File: src/rtl/spiflash_pkg.sv
package spiflash_pkg;

  typedef enum logic [1:0] {
    MEM_READ       = 2'd0,
    MEM_PROG       = 2'd1,
    MEM_ERASE_4K   = 2'd2,
    MEM_ERASE_SECT = 2'd3
  } memOp_e;

  typedef enum logic [2:0] {
    RS_NONE, RS_ARRAY, RS_FLAG, RS_EAR, RS_NVCFG, RS_VCFG, RS_EVCFG
  } rdSel_e;

  typedef enum logic [3:0] {
    ST_OPC, ST_ADDR, ST_DUMMY, ST_ARRRD, ST_PROG, ST_ERASE, ST_REGRD, ST_REGWR, ST_SKIP
  } st_e;

  typedef struct packed {
    logic   shiftAddr;
    logic   addr4;
    logic   incAddr;
    logic   setFour;
    logic   clrFour;
    logic   setWe;
    logic   clrWe;
    logic   doReset;
    logic   loadEar;
    logic   loadVcfg;
    logic   loadEvcfg;
    logic   nvLow;
    logic   nvHigh;
    rdSel_e rdSel;
    logic   hiByte;
  } dpCtl_t;

  typedef struct packed {
    logic   force4;
    logic   hasDummy;
    memOp_e op;
  } opInfo_t;

  localparam logic [7:0] OPC_MODE4_ON  = 8'hB7;
  localparam logic [7:0] OPC_MODE4_OFF = 8'hE9;
  localparam logic [7:0] OPC_WE_SET    = 8'h06;
  localparam logic [7:0] OPC_WE_CLR    = 8'h04;
  localparam logic [7:0] OPC_FLAGS     = 8'h70;
  localparam logic [7:0] OPC_EXT_RD    = 8'hC8;
  localparam logic [7:0] OPC_EXT_WR    = 8'hC5;
  localparam logic [7:0] OPC_NV_RD     = 8'hB5;
  localparam logic [7:0] OPC_NV_WR     = 8'hB1;
  localparam logic [7:0] OPC_VC_RD     = 8'h85;
  localparam logic [7:0] OPC_VC_WR     = 8'h81;
  localparam logic [7:0] OPC_EVC_RD    = 8'h65;
  localparam logic [7:0] OPC_EVC_WR    = 8'h61;
  localparam logic [7:0] OPC_RST_ARM   = 8'h66;
  localparam logic [7:0] OPC_RST_GO    = 8'h99;

  function automatic logic isArrayOp(logic [7:0] o);
    case (o)
      8'h03, 8'h13, 8'h0B, 8'h0C, 8'h3B, 8'h3C, 8'h6B, 8'h6C,
      8'hBB, 8'hBC, 8'hEB, 8'hEC, 8'h02, 8'h12, 8'hA2, 8'h32,
      8'h20, 8'h21, 8'hD8, 8'hDC: return 1'b1;
      default: return 1'b0;
    endcase
  endfunction

  function automatic opInfo_t arrayInfo(logic [7:0] o);
    opInfo_t r;
    r = '{force4: 1'b0, hasDummy: 1'b0, op: MEM_READ};
    case (o)
      8'h13: r.force4 = 1'b1;
      8'h0B, 8'h3B, 8'h6B, 8'hBB, 8'hEB: r.hasDummy = 1'b1;
      8'h0C, 8'h3C, 8'h6C, 8'hBC, 8'hEC: begin r.hasDummy = 1'b1; r.force4 = 1'b1; end
      8'h02, 8'hA2, 8'h32: r.op = MEM_PROG;
      8'h12: begin r.op = MEM_PROG; r.force4 = 1'b1; end
      8'h20: r.op = MEM_ERASE_4K;
      8'h21: begin r.op = MEM_ERASE_4K; r.force4 = 1'b1; end
      8'hD8: r.op = MEM_ERASE_SECT;
      8'hDC: begin r.op = MEM_ERASE_SECT; r.force4 = 1'b1; end
      default: ;
    endcase
    return r;
  endfunction

  function automatic logic isRegRead(logic [7:0] o);
    return (o == OPC_FLAGS) || (o == OPC_EXT_RD) || (o == OPC_NV_RD) ||
           (o == OPC_VC_RD) || (o == OPC_EVC_RD);
  endfunction

  function automatic logic isRegWrite(logic [7:0] o);
    return (o == OPC_EXT_WR) || (o == OPC_NV_WR) || (o == OPC_VC_WR) || (o == OPC_EVC_WR);
  endfunction

  function automatic logic [7:0] bootVcfg(logic [15:0] nv);
    return {nv[15:12], (nv[11:9] != 3'b111), 1'b0, 2'b11};
  endfunction

  function automatic logic [7:0] bootEvcfg(logic [15:0] nv);
    return {nv[3], nv[2], 1'b0, 5'h1F};
  endfunction

  function automatic logic [7:0] bootEar(logic [15:0] nv);
    return nv[1] ? 8'h00 : 8'h03;
  endfunction

endpackage

File: src/rtl/spiflash_ctrl.sv
module spiflash_ctrl
  import spiflash_pkg::*;
#(
  parameter int DUMMY_W = 4
) (
  input  logic               clk,
  input  logic               rstN,
  input  logic               csN,
  input  logic               rxValid,
  input  logic [7:0]         rxData,
  input  logic               txReq,
  input  logic               fourByte,
  input  logic               wren,
  input  logic [DUMMY_W-1:0] dummyCnt,
  output dpCtl_t             ctl,
  output logic               memReq,
  output memOp_e             memOp
);
  localparam int CNT_W = DUMMY_W + 1;

  st_e              state;
  logic [7:0]       opc;
  opInfo_t          cur;
  logic [CNT_W-1:0] cnt;
  logic             armed;
  logic             hiByte;
  logic             addr4;
  logic [CNT_W-1:0] addrLast;
  logic [CNT_W-1:0] dummyLast;

  assign addr4     = cur.force4 | fourByte;
  assign addrLast  = addr4 ? CNT_W'(3) : CNT_W'(2);
  assign dummyLast = {1'b0, dummyCnt} - 1'b1;

  always_ff @(posedge clk or negedge rstN) begin
    if (!rstN) begin
      state  <= ST_OPC;
      opc    <= '0;
      cur    <= '0;
      cnt    <= '0;
      armed  <= 1'b0;
      hiByte <= 1'b0;
    end else if (csN) begin
      state  <= ST_OPC;
      cnt    <= '0;
      hiByte <= 1'b0;
    end else begin
      case (state)
        ST_OPC: if (rxValid) begin
          opc    <= rxData;
          cur    <= arrayInfo(rxData);
          armed  <= (rxData == OPC_RST_ARM);
          cnt    <= '0;
          hiByte <= 1'b0;
          if (isArrayOp(rxData))                  state <= ST_ADDR;
          else if (isRegRead(rxData))             state <= ST_REGRD;
          else if (isRegWrite(rxData) && wren)    state <= ST_REGWR;
          else                                    state <= ST_SKIP;
        end
        ST_ADDR: if (rxValid) begin
          if (cnt == addrLast) begin
            cnt <= '0;
            case (cur.op)
              MEM_READ: state <= (cur.hasDummy && dummyCnt != '0) ? ST_DUMMY : ST_ARRRD;
              MEM_PROG: state <= ST_PROG;
              default:  state <= ST_ERASE;
            endcase
          end else begin
            cnt <= cnt + 1'b1;
          end
        end
        ST_DUMMY: if (rxValid) begin
          if (cnt == dummyLast) state <= ST_ARRRD;
          else                  cnt   <= cnt + 1'b1;
        end
        ST_ERASE: state <= ST_SKIP;
        ST_REGRD: if (txReq) hiByte <= 1'b1;
        ST_REGWR: if (rxValid) begin
          cnt <= cnt + 1'b1;
          if (opc != OPC_NV_WR || cnt != '0) state <= ST_SKIP;
        end
        default: ;
      endcase
    end
  end

  always_comb begin
    ctl       = '0;
    ctl.addr4 = addr4;
    memReq    = 1'b0;
    memOp     = MEM_READ;
    if (!csN) begin
      case (state)
        ST_OPC: if (rxValid) begin
          ctl.setFour = (rxData == OPC_MODE4_ON);
          ctl.clrFour = (rxData == OPC_MODE4_OFF);
          ctl.setWe   = (rxData == OPC_WE_SET);
          ctl.clrWe   = (rxData == OPC_WE_CLR);
          ctl.doReset = (rxData == OPC_RST_GO) && armed;
        end
        ST_ADDR: ctl.shiftAddr = rxValid;
        ST_ARRRD: begin
          ctl.rdSel = RS_ARRAY;
          if (txReq) begin
            memReq      = 1'b1;
            memOp       = MEM_READ;
            ctl.incAddr = 1'b1;
          end
        end
        ST_PROG: if (rxValid) begin
          memReq      = 1'b1;
          memOp       = MEM_PROG;
          ctl.incAddr = 1'b1;
        end
        ST_ERASE: begin
          memReq = 1'b1;
          memOp  = cur.op;
        end
        ST_REGRD: begin
          ctl.hiByte = hiByte;
          case (opc)
            OPC_FLAGS:  ctl.rdSel = RS_FLAG;
            OPC_EXT_RD: ctl.rdSel = RS_EAR;
            OPC_NV_RD:  ctl.rdSel = RS_NVCFG;
            OPC_VC_RD:  ctl.rdSel = RS_VCFG;
            default:    ctl.rdSel = RS_EVCFG;
          endcase
        end
        ST_REGWR: if (rxValid) begin
          ctl.loadEar   = (opc == OPC_EXT_WR);
          ctl.loadVcfg  = (opc == OPC_VC_WR);
          ctl.loadEvcfg = (opc == OPC_EVC_WR);
          ctl.nvLow     = (opc == OPC_NV_WR) && (cnt == '0);
          ctl.nvHigh    = (opc == OPC_NV_WR) && (cnt != '0);
        end
        default: ;
      endcase
    end
  end

endmodule

File: src/rtl/spiflash_dp.sv
module spiflash_dp
  import spiflash_pkg::*;
#(
  parameter int          ADDR_W   = 32,
  parameter int          DUMMY_W  = 4,
  parameter logic [15:0] NV_RESET = 16'h8FFF
) (
  input  logic               clk,
  input  logic               rstN,
  input  dpCtl_t             ctl,
  input  logic [7:0]         rxData,
  input  logic [7:0]         memRdata,
  output logic [7:0]         txData,
  output logic [ADDR_W-1:0]  memAddr,
  output logic               fourByte,
  output logic               wren,
  output logic [DUMMY_W-1:0] dummyCnt
);
  logic [15:0]       nvCfg;
  logic [7:0]        nvTmp;
  logic [7:0]        vCfg;
  logic [7:0]        evCfg;
  logic [7:0]        extAddr;
  logic [ADDR_W-1:0] addrReg;
  logic [ADDR_W-1:0] addrShifted;

  assign addrShifted = ctl.addr4 ? {addrReg[ADDR_W-9:0], rxData}
                                 : ADDR_W'({extAddr[1:0], addrReg[15:0], rxData});

  always_ff @(posedge clk or negedge rstN) begin
    if (!rstN) begin
      nvCfg    <= NV_RESET;
      nvTmp    <= '0;
      vCfg     <= bootVcfg(NV_RESET);
      evCfg    <= bootEvcfg(NV_RESET);
      extAddr  <= bootEar(NV_RESET);
      fourByte <= ~NV_RESET[0];
      wren     <= 1'b0;
      addrReg  <= '0;
    end else begin
      if (ctl.doReset) begin
        vCfg     <= bootVcfg(nvCfg);
        evCfg    <= bootEvcfg(nvCfg);
        extAddr  <= bootEar(nvCfg);
        fourByte <= ~nvCfg[0];
        wren     <= 1'b0;
      end else begin
        if (ctl.setFour)   fourByte <= 1'b1;
        if (ctl.clrFour)   fourByte <= 1'b0;
        if (ctl.setWe)     wren     <= 1'b1;
        if (ctl.clrWe)     wren     <= 1'b0;
        if (ctl.loadEar)   extAddr  <= rxData;
        if (ctl.loadVcfg)  vCfg     <= rxData;
        if (ctl.loadEvcfg) evCfg    <= rxData;
        if (ctl.nvLow)     nvTmp    <= rxData;
        if (ctl.nvHigh)    nvCfg    <= {rxData, nvTmp};
      end
      if (ctl.shiftAddr)    addrReg <= addrShifted;
      else if (ctl.incAddr) addrReg <= addrReg + 1'b1;
    end
  end

  always_comb begin
    case (ctl.rdSel)
      RS_ARRAY: txData = memRdata;
      RS_FLAG:  txData = {7'b1000000, fourByte};
      RS_EAR:   txData = extAddr;
      RS_NVCFG: txData = ctl.hiByte ? nvCfg[15:8] : nvCfg[7:0];
      RS_VCFG:  txData = vCfg;
      RS_EVCFG: txData = evCfg;
      default:  txData = 8'hFF;
    endcase
  end

  assign memAddr  = addrReg;
  assign dummyCnt = vCfg[7:8-DUMMY_W];

endmodule

File: src/rtl/spiflash_cmd_front.sv
module spiflash_cmd_front
  import spiflash_pkg::*;
#(
  parameter int          ADDR_W   = 32,
  parameter logic [15:0] NV_RESET = 16'h8FFF
) (
  input  logic              clk,
  input  logic              rstN,
  input  logic              csN,
  input  logic              rxValid,
  input  logic [7:0]        rxData,
  input  logic              txReq,
  output logic [7:0]        txData,
  output logic              memReq,
  output logic [1:0]        memOp,
  output logic [ADDR_W-1:0] memAddr,
  output logic [7:0]        memWdata,
  input  logic [7:0]        memRdata
);
  localparam int DUMMY_W = 4;

  dpCtl_t             ctl;
  memOp_e             opEnum;
  logic               fourByte;
  logic               wren;
  logic [DUMMY_W-1:0] dummyCnt;

  spiflash_ctrl #(.DUMMY_W(DUMMY_W)) ctrl_i (
    .clk(clk), .rstN(rstN), .csN(csN), .rxValid(rxValid), .rxData(rxData),
    .txReq(txReq), .fourByte(fourByte), .wren(wren), .dummyCnt(dummyCnt),
    .ctl(ctl), .memReq(memReq), .memOp(opEnum)
  );

  spiflash_dp #(.ADDR_W(ADDR_W), .DUMMY_W(DUMMY_W), .NV_RESET(NV_RESET)) dp_i (
    .clk(clk), .rstN(rstN), .ctl(ctl), .rxData(rxData), .memRdata(memRdata),
    .txData(txData), .memAddr(memAddr), .fourByte(fourByte), .wren(wren),
    .dummyCnt(dummyCnt)
  );

  assign memOp    = opEnum;
  assign memWdata = rxData;

endmodule

File: config.mk
export PLATFORM = sky130hd
export DESIGN_NAME = spiflash_cmd_front
export DESIGN_NICKNAME = d
export VERILOG_FILES = /design/src/rtl/spiflash_pkg.sv /design/src/rtl/spiflash_ctrl.sv /design/src/rtl/spiflash_dp.sv /design/src/rtl/spiflash_cmd_front.sv
export SDC_FILE = /design/constraint.sdc
export NUM_CORES = 1
export LEC_CHECK = 0
export BUFFER_PORTS_ARGS = -buffer_cell sky130_fd_sc_hd__buf_2
export CORE_ASPECT_RATIO = 0.7
export CORE_MARGIN = 2
export CORE_UTILIZATION = 50
export DETAILED_ROUTE_END_ITERATION = 8
export PLACE_DENSITY = 0.7
export SYNTH_ARGS = -nofsm -noshare
export SYNTH_HDL_FRONTEND = slang
export SYNTH_HIERARCHICAL = 1
export SYNTH_SLANG_ARGS = --single-unit
File: constraint.sdc
create_clock -name clk -period 3.3 [get_ports clk]
set_input_delay 0.165 -clock clk [delete_from_list [all_inputs] [get_ports clk]]
set_output_delay 0.165 -clock clk [all_outputs]
set_load 0.02 [all_outputs]
==> flow_metrics.env, run 1 <==
export IMPL_io_pins=72
export IMPL_synth_common_cells="82 x dfrtp_1, 65 x nand2_1, 48 x nor2_1"
export IMPL_grt_max_degree=55
export IMPL_yosysMostFrequentCell="dfrtp_1"
export IMPL_die_w_um=141.2
export IMPL_synth_edf_count=0
export IMPL_cts_root_buf="clkbuf_16"
export IMPL_regToRegSetupSlack_ns=0.52
export IMPL_setup_tns_ns=0
export IMPL_gp_congestion=0.8763
export IMPL_coreArea_um2=13010
export IMPL_ys_types=76
export IMPL_finalHoldViolations=0
export IMPL_ant_nets=0
export IMPL_path_common_cell="nor2b_1"
export IMPL_arrival_ns=2.87
export IMPL_diodes=0
export IMPL_post_cts_buffers=0
export IMPL_drive_gt1_share_pct=23.43
export IMPL_grt_pass1_vias=5253
export IMPL_seq_area_frac_synth_pct=40.31
export IMPL_cp_required_ns=3.13
export IMPL_power_density_nw_per_um2=563.5
export IMPL_power_mw=4.111
export IMPL_syn_to_final_growth_pct=10.69
export IMPL_dpl_hpwl_um=12370
export IMPL_postLayoutCoreUtil_pct=56.08
export IMPL_yosysTopAreaCell="dfrtp_1"
export IMPL_die_area_um2=14130
export IMPL_grt_overflow_total=0
export IMPL_status="complete, no violations"
export IMPL_cts_htree_levels=3
export IMPL_start_util_pct=50.67
export IMPL_final_nets=768
export IMPL_skew_ns=0.004417
export IMPL_synthFlopType="dfrtp_1"
export IMPL_reg2reg_depth=6
export IMPL_wire_per_inst_um=19.74
export IMPL_num_rows=35
export IMPL_port_buffers=71
export IMPL_die_height_um=100.1
export IMPL_slew_violations=0
export IMPL_cpMaxStageDelayCell="dfrtp_1"
export IMPL_ir_worst_vdd_uv=257.4
export IMPL_syn_inst=707
export IMPL_drv_cap=0
export IMPL_start_kind="register"
export IMPL_startpoint="ctrl_i/state[3]"
export IMPL_clk_latency_ns=0.35
export IMPL_cpPeakStageDelay_ns=0.53
export IMPL_cts_buffers=9
export IMPL_drtPass1Iterations=5
export IMPL_endpoint_kind="primary output"
export IMPL_maxSlewHeadroom_pct=36.12
export IMPL_fmax_mhz=329.3
export IMPL_clock_sinks=105
export IMPL_synth_ff_latch_count=105
export IMPL_rr_endpoint="dp_i/nvTmp[2]"
export IMPL_drcViolationCount=0
export IMPL_syn_cell_area_um2=6590
export IMPL_crit_end="txData[0]"
export IMPL_synth_top_area_share_pct=31.14
export IMPL_leakagePower_nw=3.031
export IMPL_cp_cell_sequence="nor2_1, nand2_1, nor3_1, nor2b_1, buf_4, nor2b_1, o21ai_0, o211ai_1, o311ai_0, buf_2"
export IMPL_rsz0062_at_grt="false"
export IMPL_finalCritPeriodShare_pct=92.03
export IMPL_clock_path_buffers=2
export IMPL_grt_total_usage_pct=26.17
export IMPL_synth_avg_cell_area_um2=9.321
export IMPL_synth_warnings=6
export IMPL_num_vias=5743
export IMPL_syn_nets=733
export IMPL_criticalPathCategory="register to primary output"
export IMPL_r2r_start="ctrl_i/state[3]"
export IMPL_period_minus_slack_ns=3.037
export IMPL_clk_pin_slew_ns=0.07
export IMPL_setup_viol=0
export IMPL_initialDrtViolationCount=571
export IMPL_netlist_top_cells_area="dfrtp_1 31%, dfstp_2 9.2%, mux2_2 5.8%"
export IMPL_vias_per_cell=6.290
export IMPL_crit_fanout=25
export IMPL_grt_pass1_wl_um=28880
export IMPL_hp_class="input pin to register"
export IMPL_worst_pin_slew_ns=0.9571
export IMPL_async_flop_share_pct=100.0
export IMPL_totalWireLength_um=18030
export IMPL_grt_antenna_before_repair=0
export IMPL_tritoncts="built"
==> how the worst min path moves through the flow <==
stage / startpoint / end / slack (ns) / depth (start not counted)
6_report: txReq / ctrl_i/hiByte / 0.15 / 3
5_1_grt: txReq / ctrl_i/hiByte / 0.15 / 3
4_1_cts: txReq / ctrl_i/hiByte / 0.13 / 3
3_5_place_dp: rstN / ctrl_i/cur[2] / 0.27 / 1
3_3_place_gp: rstN / ctrl_i/state[0] / 0.26 / 1
2_1_floorplan: rstN / ctrl_i/armed / -0.13 / 0
==> cell usage in the layout (no fill, tap or decap), types with 19 or more instances in the layout <==
master and count:
a21oi_1 32, buf_2 70, dfstp_2 23, nor3_1 19, nand2_1 65, mux2i_1 31
o21ai_0 30, nor2b_1 22, mux2_2 34, nor2_1 47, dfrtp_1 82
==> per-stage QoR <==
| step | hold slack, ns | setup WS [ns] | cells | instance area (µm²) |
|---|---|---|---|---|
| after floorplan | -0.1306 | 0.6154 | 707 | 6590 |
| after global placement | 0.2612 | 0.5915 | 896 | 6987 |
| after detailed placement | 0.2727 | 0.5169 | 896 | 6987 |
| after CTS | 0.1322 | 0.1480 | 913 | 7287 |
| after global routing | 0.1492 | 0.01149 | 913 | 7295 |
| final | 0.1459 | 0.2631 | 913 | 7295 |
==> cell type report <==
| type | instances | area, µm² |
|---|---|---|
| Clock buffer | 13 | 250.2 |
| Clock inverter | 3 | 40.04 |
| Fill cell | 1167 | 5712 |
| Inverter | 14 | 52.55 |
| Multi-Input combinational cell | 527 | 3610 |
| Sequential cell | 105 | 2656 |
| Tap cell | 166 | 207.7 |
| Timing Repair Buffer | 85 | 478.0 |
==> critical path, delay by kind of cell, from the launching register on <==
kind | cells | cell delay [ns]
compound gates | 3 | 0.43
flops | 1 | 0.53
buf+inv | 2 | 0.48
simple gates | 5 | 1.07
==> registers in the layout, indices dropped and copies added (netlist names) <==
name / cells
ctrl_i/opc: 8
dp_i/vCfg: 8
ctrl_i/hiByte: 1
dp_i/extAddr: 8
dp_i/fourByte: 1
dp_i/nvCfg: 16
dp_i/evCfg: 8
ctrl_i/cur: 4
dp_i/wren: 1
dp_i/memAddr: 32
ctrl_i/state: 4
dp_i/nvTmp: 8
ctrl_i/cnt: 5
ctrl_i/armed: 1
==> cell families (layout without fill, tap and decap cells) <==
kind of cell,after synthesis,after routing,share of synthesized area (%)
AOI/OAI and AO/OA,157,157,16.31
xor gates and xnor gates,18,18,2.392
adders and majority gates,5,5,0.9493
buffers and inverters,75,115,5.582
DFF,105,105,40.31
muxes,68,68,11.20
and+or+nand+nor,279,279,23.26
==> where the power goes <==
group / switching (mW) / total, mW / internal, mW
registers: 0.411 / 1.96 / 1.55
logic: 0.631 / 1.07 / 0.436
clock network: 0.474 / 1.08 / 0.609
==> what timing repair did <==
item / 4_1_cts / 5_1_grt
resized for setup: 0 / 2
hold buffers: 1 / 0
endpoints found under the setup margin: 0 / 7
endpoints found under the hold margin: 45 / 0
==> per-layer routing <==
layer | track usage (%) | vias to the layer above | wire, µm
met1 | 42.96 | 2818 | 9013
met3 | 4.628 | 19 | 1344
li1 | - | 2674 | -
met4 | 5.385 | 0 | 194
met2 | 35.59 | 232 | 7475
met5 | 0 | - | 0
Note: power is estimated with default switching activity, not from simulation.
==> inputs of run 2 (changes only) <==
--- a/config.mk
+++ b/config.mk
@@ -5,12 +5,11 @@
 export SDC_FILE = /design/constraint.sdc
 export NUM_CORES = 1
 export LEC_CHECK = 0
-export BUFFER_PORTS_ARGS = -buffer_cell sky130_fd_sc_hd__buf_2
 export CORE_ASPECT_RATIO = 0.7
 export CORE_MARGIN = 2
 export CORE_UTILIZATION = 50
 export DETAILED_ROUTE_END_ITERATION = 8
-export PLACE_DENSITY = 0.7
+export DONT_BUFFER_PORTS = 1
 export SYNTH_ARGS = -nofsm -noshare
 export SYNTH_HDL_FRONTEND = slang
 export SYNTH_HIERARCHICAL = 1
==> flow_metrics.env, run 2 (synthesis results as in run 1) <==
export IMPL_io_pins=72
export IMPL_maxSlewHeadroom_pct=34.72
export IMPL_clk_pin_slew_ns=0.08
export IMPL_skew_ns=0.008456
export IMPL_final_nets=710
export IMPL_layout_commonest_cell="dfrtp_1"
export IMPL_initialDrtViolationCount=435
export IMPL_final_cell_mix="82 x dfrtp_1, 65 x nand2_1, 47 x nor2_1"
export IMPL_drv_cap=0
export IMPL_clk_latency_ns=0.35
export IMPL_grt_overflow_total=0
export IMPL_cts_root_buf="clkbuf_16"
export IMPL_crit_fanout=16
export IMPL_setup_tns_ns=0
export IMPL_cts_buffers=9
export IMPL_grt_pass1_vias=5077
export IMPL_gp_congestion=0.9013
export IMPL_hold_ws_ns=0.01141
export IMPL_totalWireLength_um=19290
export IMPL_slew_violations=0
export IMPL_grt_pass1_wl_um=30080
export IMPL_finalNonFillerCells=855
export IMPL_setup_viol=0
export IMPL_syn_to_final_growth_pct=7.708
export IMPL_num_rows=35
export IMPL_leakagePower_nw=2.804
export IMPL_clock_path_buffers=2
export IMPL_die_area_um2=14130
export IMPL_die_height_um=100.1
export IMPL_grt_antenna_before_repair=0
export IMPL_cp_required_ns=3.13
export IMPL_finalHoldViolations=0
export IMPL_die_w_um=141.2
export IMPL_fmax_mhz=323.9
export IMPL_grt_max_degree=106
export IMPL_hp_class="input pin to register"
export IMPL_criticalPathCategory="register to primary output"
export IMPL_power_density_nw_per_um2=567.3
export IMPL_ir_worst_vdd_uv=242.6
export IMPL_num_vias=5604
export IMPL_rsz0062_at_grt="false"
export IMPL_largest_reg_flops=32
export IMPL_start_util_pct=50.67
export IMPL_post_cts_buffers=0
export IMPL_clock_sinks=105
export IMPL_ant_nets=0
export IMPL_port_buffers=0
export IMPL_grt_total_usage_pct=27.97
export IMPL_dp_cells=826
export IMPL_period_minus_slack_ns=3.087
export IMPL_endpoint_kind="primary output"
export IMPL_dpl_hpwl_um=12770
export IMPL_drcViolationCount=0
export IMPL_arrival_ns=2.92
export IMPL_coreArea_um2=13010
export IMPL_drtPass1Iterations=4
export IMPL_diodes=0
export IMPL_start_kind="register"
export IMPL_finalCritPeriodShare_pct=93.56
export IMPL_worst_pin_slew_ns=0.9781
export IMPL_cts_htree_levels=3
export IMPL_status="complete, no violations"
export IMPL_postLayoutCoreUtil_pct=54.57
export IMPL_vias_per_cell=6.554
export IMPL_drive_gt1_share_pct=15.82
export IMPL_wire_per_inst_um=22.56
export IMPL_tritoncts="built"
run 2: stage by stage:
stage	area [µm²]	setup slack, ns	power [mW]
after floorplan	6590	0.6154	2.592
after global placement	6624	0.6143	2.764
after detailed placement	6624	0.5498	2.793
after CTS	7078	0.1704	4.045
after global routing	7098	0.01791	4.245
final	7098	0.2126	4.026
run 2: area by class of cell:
class	count	area, µm²
clock buffers	9	225.2
fillers	1138	5908
repair buffers	27	252.7
clock inverters	7	101.3
well taps	166	207.7
inverters	14	52.55
flip-flops and latches	105	2656
multi-input cells	527	3602
run 2: path summary, 6_finish.rpt:
path,startpoint,end,slack [ns],cells after the start
max,ctrl_i/state[3],txData[0],0.21,7
min,rxData[0],dp_i/extAddr[0],0.01,2
max reg2reg,ctrl_i/state[0],dp_i/memAddr[20],0.60,9
min reg2reg,dp_i/nvTmp[0],dp_i/nvTmp[0],0.51,1
max in group asynchronous,rstN,dp_i/nvCfg[0],2.45,2
min in group asynchronous,rstN,ctrl_i/cnt[4],0.40,2
run 2: critical path: stages (launching register included):
cell and delay [ns]:
dfrtp_1 0.52, nor2_1 0.17, nand2_1 0.08, nor3_1 0.39, o211a_2 0.49, nand2b_1 0.17
o311ai_0 0.52, buf_4 0.24
run 2: where the power goes:
| group | total (mW) | internal [mW] | switching, mW | leakage [nW] |
|---|---|---|---|---|
| combinational | 0.635 | 0.321 | 0.314 | 1.34 |
| clock | 1.18 | 0.674 | 0.511 | 0.158 |
| sequential | 2.21 | 1.54 | 0.664 | 1.30 |
run 2: per-layer routing:
metal	vias to the layer above	GRT usage [%]	wire, µm
met5	-	0	0
met4	0	4.923	206
met3	11	7.300	1722
met2	246	35.44	7464
met1	2792	46.79	9895
li1	2555	-	-
run 2: timing repair:
action / in CTS / in global routing
endpoints found under the setup margin: 0 / 4
hold endpoints to repair: 154 / 2
hold buffers: 11 / 2
resized for setup: 0 / 1
==> inputs of run 3 (changes only) <==
--- a/config.mk
+++ b/config.mk
@@ -8,8 +8,10 @@
 export CORE_ASPECT_RATIO = 0.7
 export CORE_MARGIN = 2
 export CORE_UTILIZATION = 50
+export CTS_BUF_LIST = sky130_fd_sc_hd__clkbuf_16
 export DETAILED_ROUTE_END_ITERATION = 8
 export DONT_BUFFER_PORTS = 1
+export PLACE_DENSITY_LB_ADDON = 0.12
 export SYNTH_ARGS = -nofsm -noshare
 export SYNTH_HDL_FRONTEND = slang
 export SYNTH_HIERARCHICAL = 1
==> flow_metrics.env, run 3 (synthesis results as in run 1) <==
export IMPL_leakagePower_nw=2.799
export IMPL_design_area_um2=7101
export IMPL_grt_overflow_total=0
export IMPL_vias_per_cell=6.471
export IMPL_status="complete, no violations"
export IMPL_power_density_nw_per_um2=555.7
export IMPL_multi_input_area_um2=3622
export IMPL_grt_antenna_before_repair=0
export IMPL_start_util_pct=50.67
export IMPL_grt_pass1_wl_um=29740
export IMPL_register_area_um2=2656
export IMPL_drcViolationCount=0
export IMPL_worst_slack_ns=0.2089
export IMPL_wire_per_inst_um=21.86
export IMPL_skew_ns=0.01260
export IMPL_worst_pin_slew_ns=0.9977
export IMPL_die_w_um=141.2
export IMPL_num_rows=35
export IMPL_holdPathStages=2
export IMPL_criticalPathCategory="register to primary output"
export IMPL_coreArea_um2=13010
export IMPL_cpMaxStageDelayCell="dfrtp_1"
export IMPL_period_minus_slack_ns=3.091
export IMPL_preCtsSetupSlack_ns=0.5126
export IMPL_final_cell_mix="82 x dfrtp_1, 65 x nand2_1, 47 x nor2_1"
export IMPL_grt_total_usage_pct=27.00
export IMPL_r2r_start="ctrl_i/state[3]"
export IMPL_crit_fanout=11
export IMPL_gp_congestion=0.8851
export IMPL_clock_sinks=105
export IMPL_cts_htree_levels=3
export IMPL_postLayoutCoreUtil_pct=54.59
export IMPL_largest_reg_flops=32
export IMPL_clk_pin_slew_ns=0.08
export IMPL_rr_endpoint="dp_i/nvTmp[1]"
export IMPL_dpl_hpwl_um=12420
export IMPL_cp_cell_sequence="nor2_1, nand2_1, nor3_1, nor2b_4, nor2b_1, o21ai_0, o211ai_1, o311ai_0, buf_4"
export IMPL_grt_pass1_vias=5203
export IMPL_drv_cap=0
export IMPL_reg2reg_depth=6
export IMPL_power_mw=3.946
export IMPL_ant_nets=0
export IMPL_finalHoldViolations=0
export IMPL_ir_worst_vdd_uv=345.5
export IMPL_port_buffers=0
export IMPL_die_height_um=100.1
export IMPL_final_nets=710
export IMPL_cts_root_buf="clkbuf_16"
export IMPL_fmax_mhz=323.5
export IMPL_setup_tns_ns=0
export IMPL_start_kind="register"
export IMPL_cpPeakStageDelay_ns=0.54
export IMPL_layout_commonest_cell="dfrtp_1"
export IMPL_die_area_um2=14130
export IMPL_holdPathEnd="ctrl_i/hiByte"
export IMPL_clk_latency_ns=0.36
export IMPL_dpl_instance_area_um2=6639
export IMPL_setup_viol=0
export IMPL_clock_path_buffers=2
export IMPL_cp_required_ns=3.13
export IMPL_endpoint_kind="primary output"
export IMPL_cts_buffers=9
export IMPL_totalWireLength_um=18710
export IMPL_initialDrtViolationCount=386
export IMPL_io_pins=72
export IMPL_hp_class="input pin to register"
export IMPL_slew_violations=0
export IMPL_drtPass1Iterations=5
export IMPL_regToRegSetupSlack_ns=0.53
export IMPL_grt_max_degree=106
export IMPL_num_vias=5539
export IMPL_min_from="txReq"
export IMPL_rsz0062_at_grt="false"
export IMPL_syn_to_final_growth_pct=7.746
export IMPL_tritoncts="built"
export IMPL_maxSlewHeadroom_pct=33.41
export IMPL_finalCritPeriodShare_pct=93.67
export IMPL_drive_gt1_share_pct=16.26
export IMPL_arrival_ns=2.93
export IMPL_nFillCells=1189
run 3: what timing repair did:
| action | in CTS | in global routing |
|---|---|---|
| resized for setup | 0 | 3 |
| hold buffers | 11 | 1 |
| setup endpoints to repair | 0 | 6 |
| buffers inserted | 0 | 0 |
| endpoints found under the hold margin | 155 | 1 |
run 3: stage by stage:
step           hold slack [ns]  cells
2_1_floorplan          -0.1306    707
3_3_place_gp           -0.1268    827
3_5_place_dp           -0.1262    827
4_1_cts              0.0009869    854
5_1_grt               0.005153    855
6_report              0.002718    856
run 3: how the worst max path moves through the flow:
stage,start,to,slack (ns)
final,ctrl_i/state[3],txData[0],0.21
after CTS,ctrl_i/state[3],txData[0],0.1
after global placement,ctrl_i/state[3],txData[2],0.63
after global routing,ctrl_i/opc[4],txData[2],0.07
after floorplan,ctrl_i/state[3],dp_i/nvCfg[12],0.62
after detailed placement,ctrl_i/state[3],txData[0],0.51
run 3: area by class of cell:
cell class,count,share of cell area (%)
repair buffers,27,3.524
clock inverters,7,1.181
inverters,14,0.7401
multi-input cells,527,51.01
clock buffers,9,3.172
well taps,166,2.925
diodes,1,0.03524
flip-flops and latches,105,37.41
run 3: report_power, final:
| group | switching (mW) | internal [mW] | leakage, nW | total (mW) |
|---|---|---|---|---|
| clock | 0.563 | 0.542 | 0.149 | 1.11 |
| combinational | 0.320 | 0.322 | 1.35 | 0.642 |
| sequential | 0.657 | 1.54 | 1.30 | 2.20 |
run 3: critical path, delay by kind of cell, from the launching register on:
family | cells | cell delay, ns
compound gates | 3 | 0.46
buf+inv | 1 | 0.21
flops | 1 | 0.54
simple gates | 5 | 1.36
run 3: per-layer routing:
metal | wire [µm] | track usage [%] | vias to the layer above
met4 | 342 | 7.308 | 0
met1 | 8751 | 38.63 | 2731
li1 | - | - | 2555
met3 | 1412 | 7.109 | 31
met5 | 0 | 0 | -
met2 | 8202 | 40.85 | 222
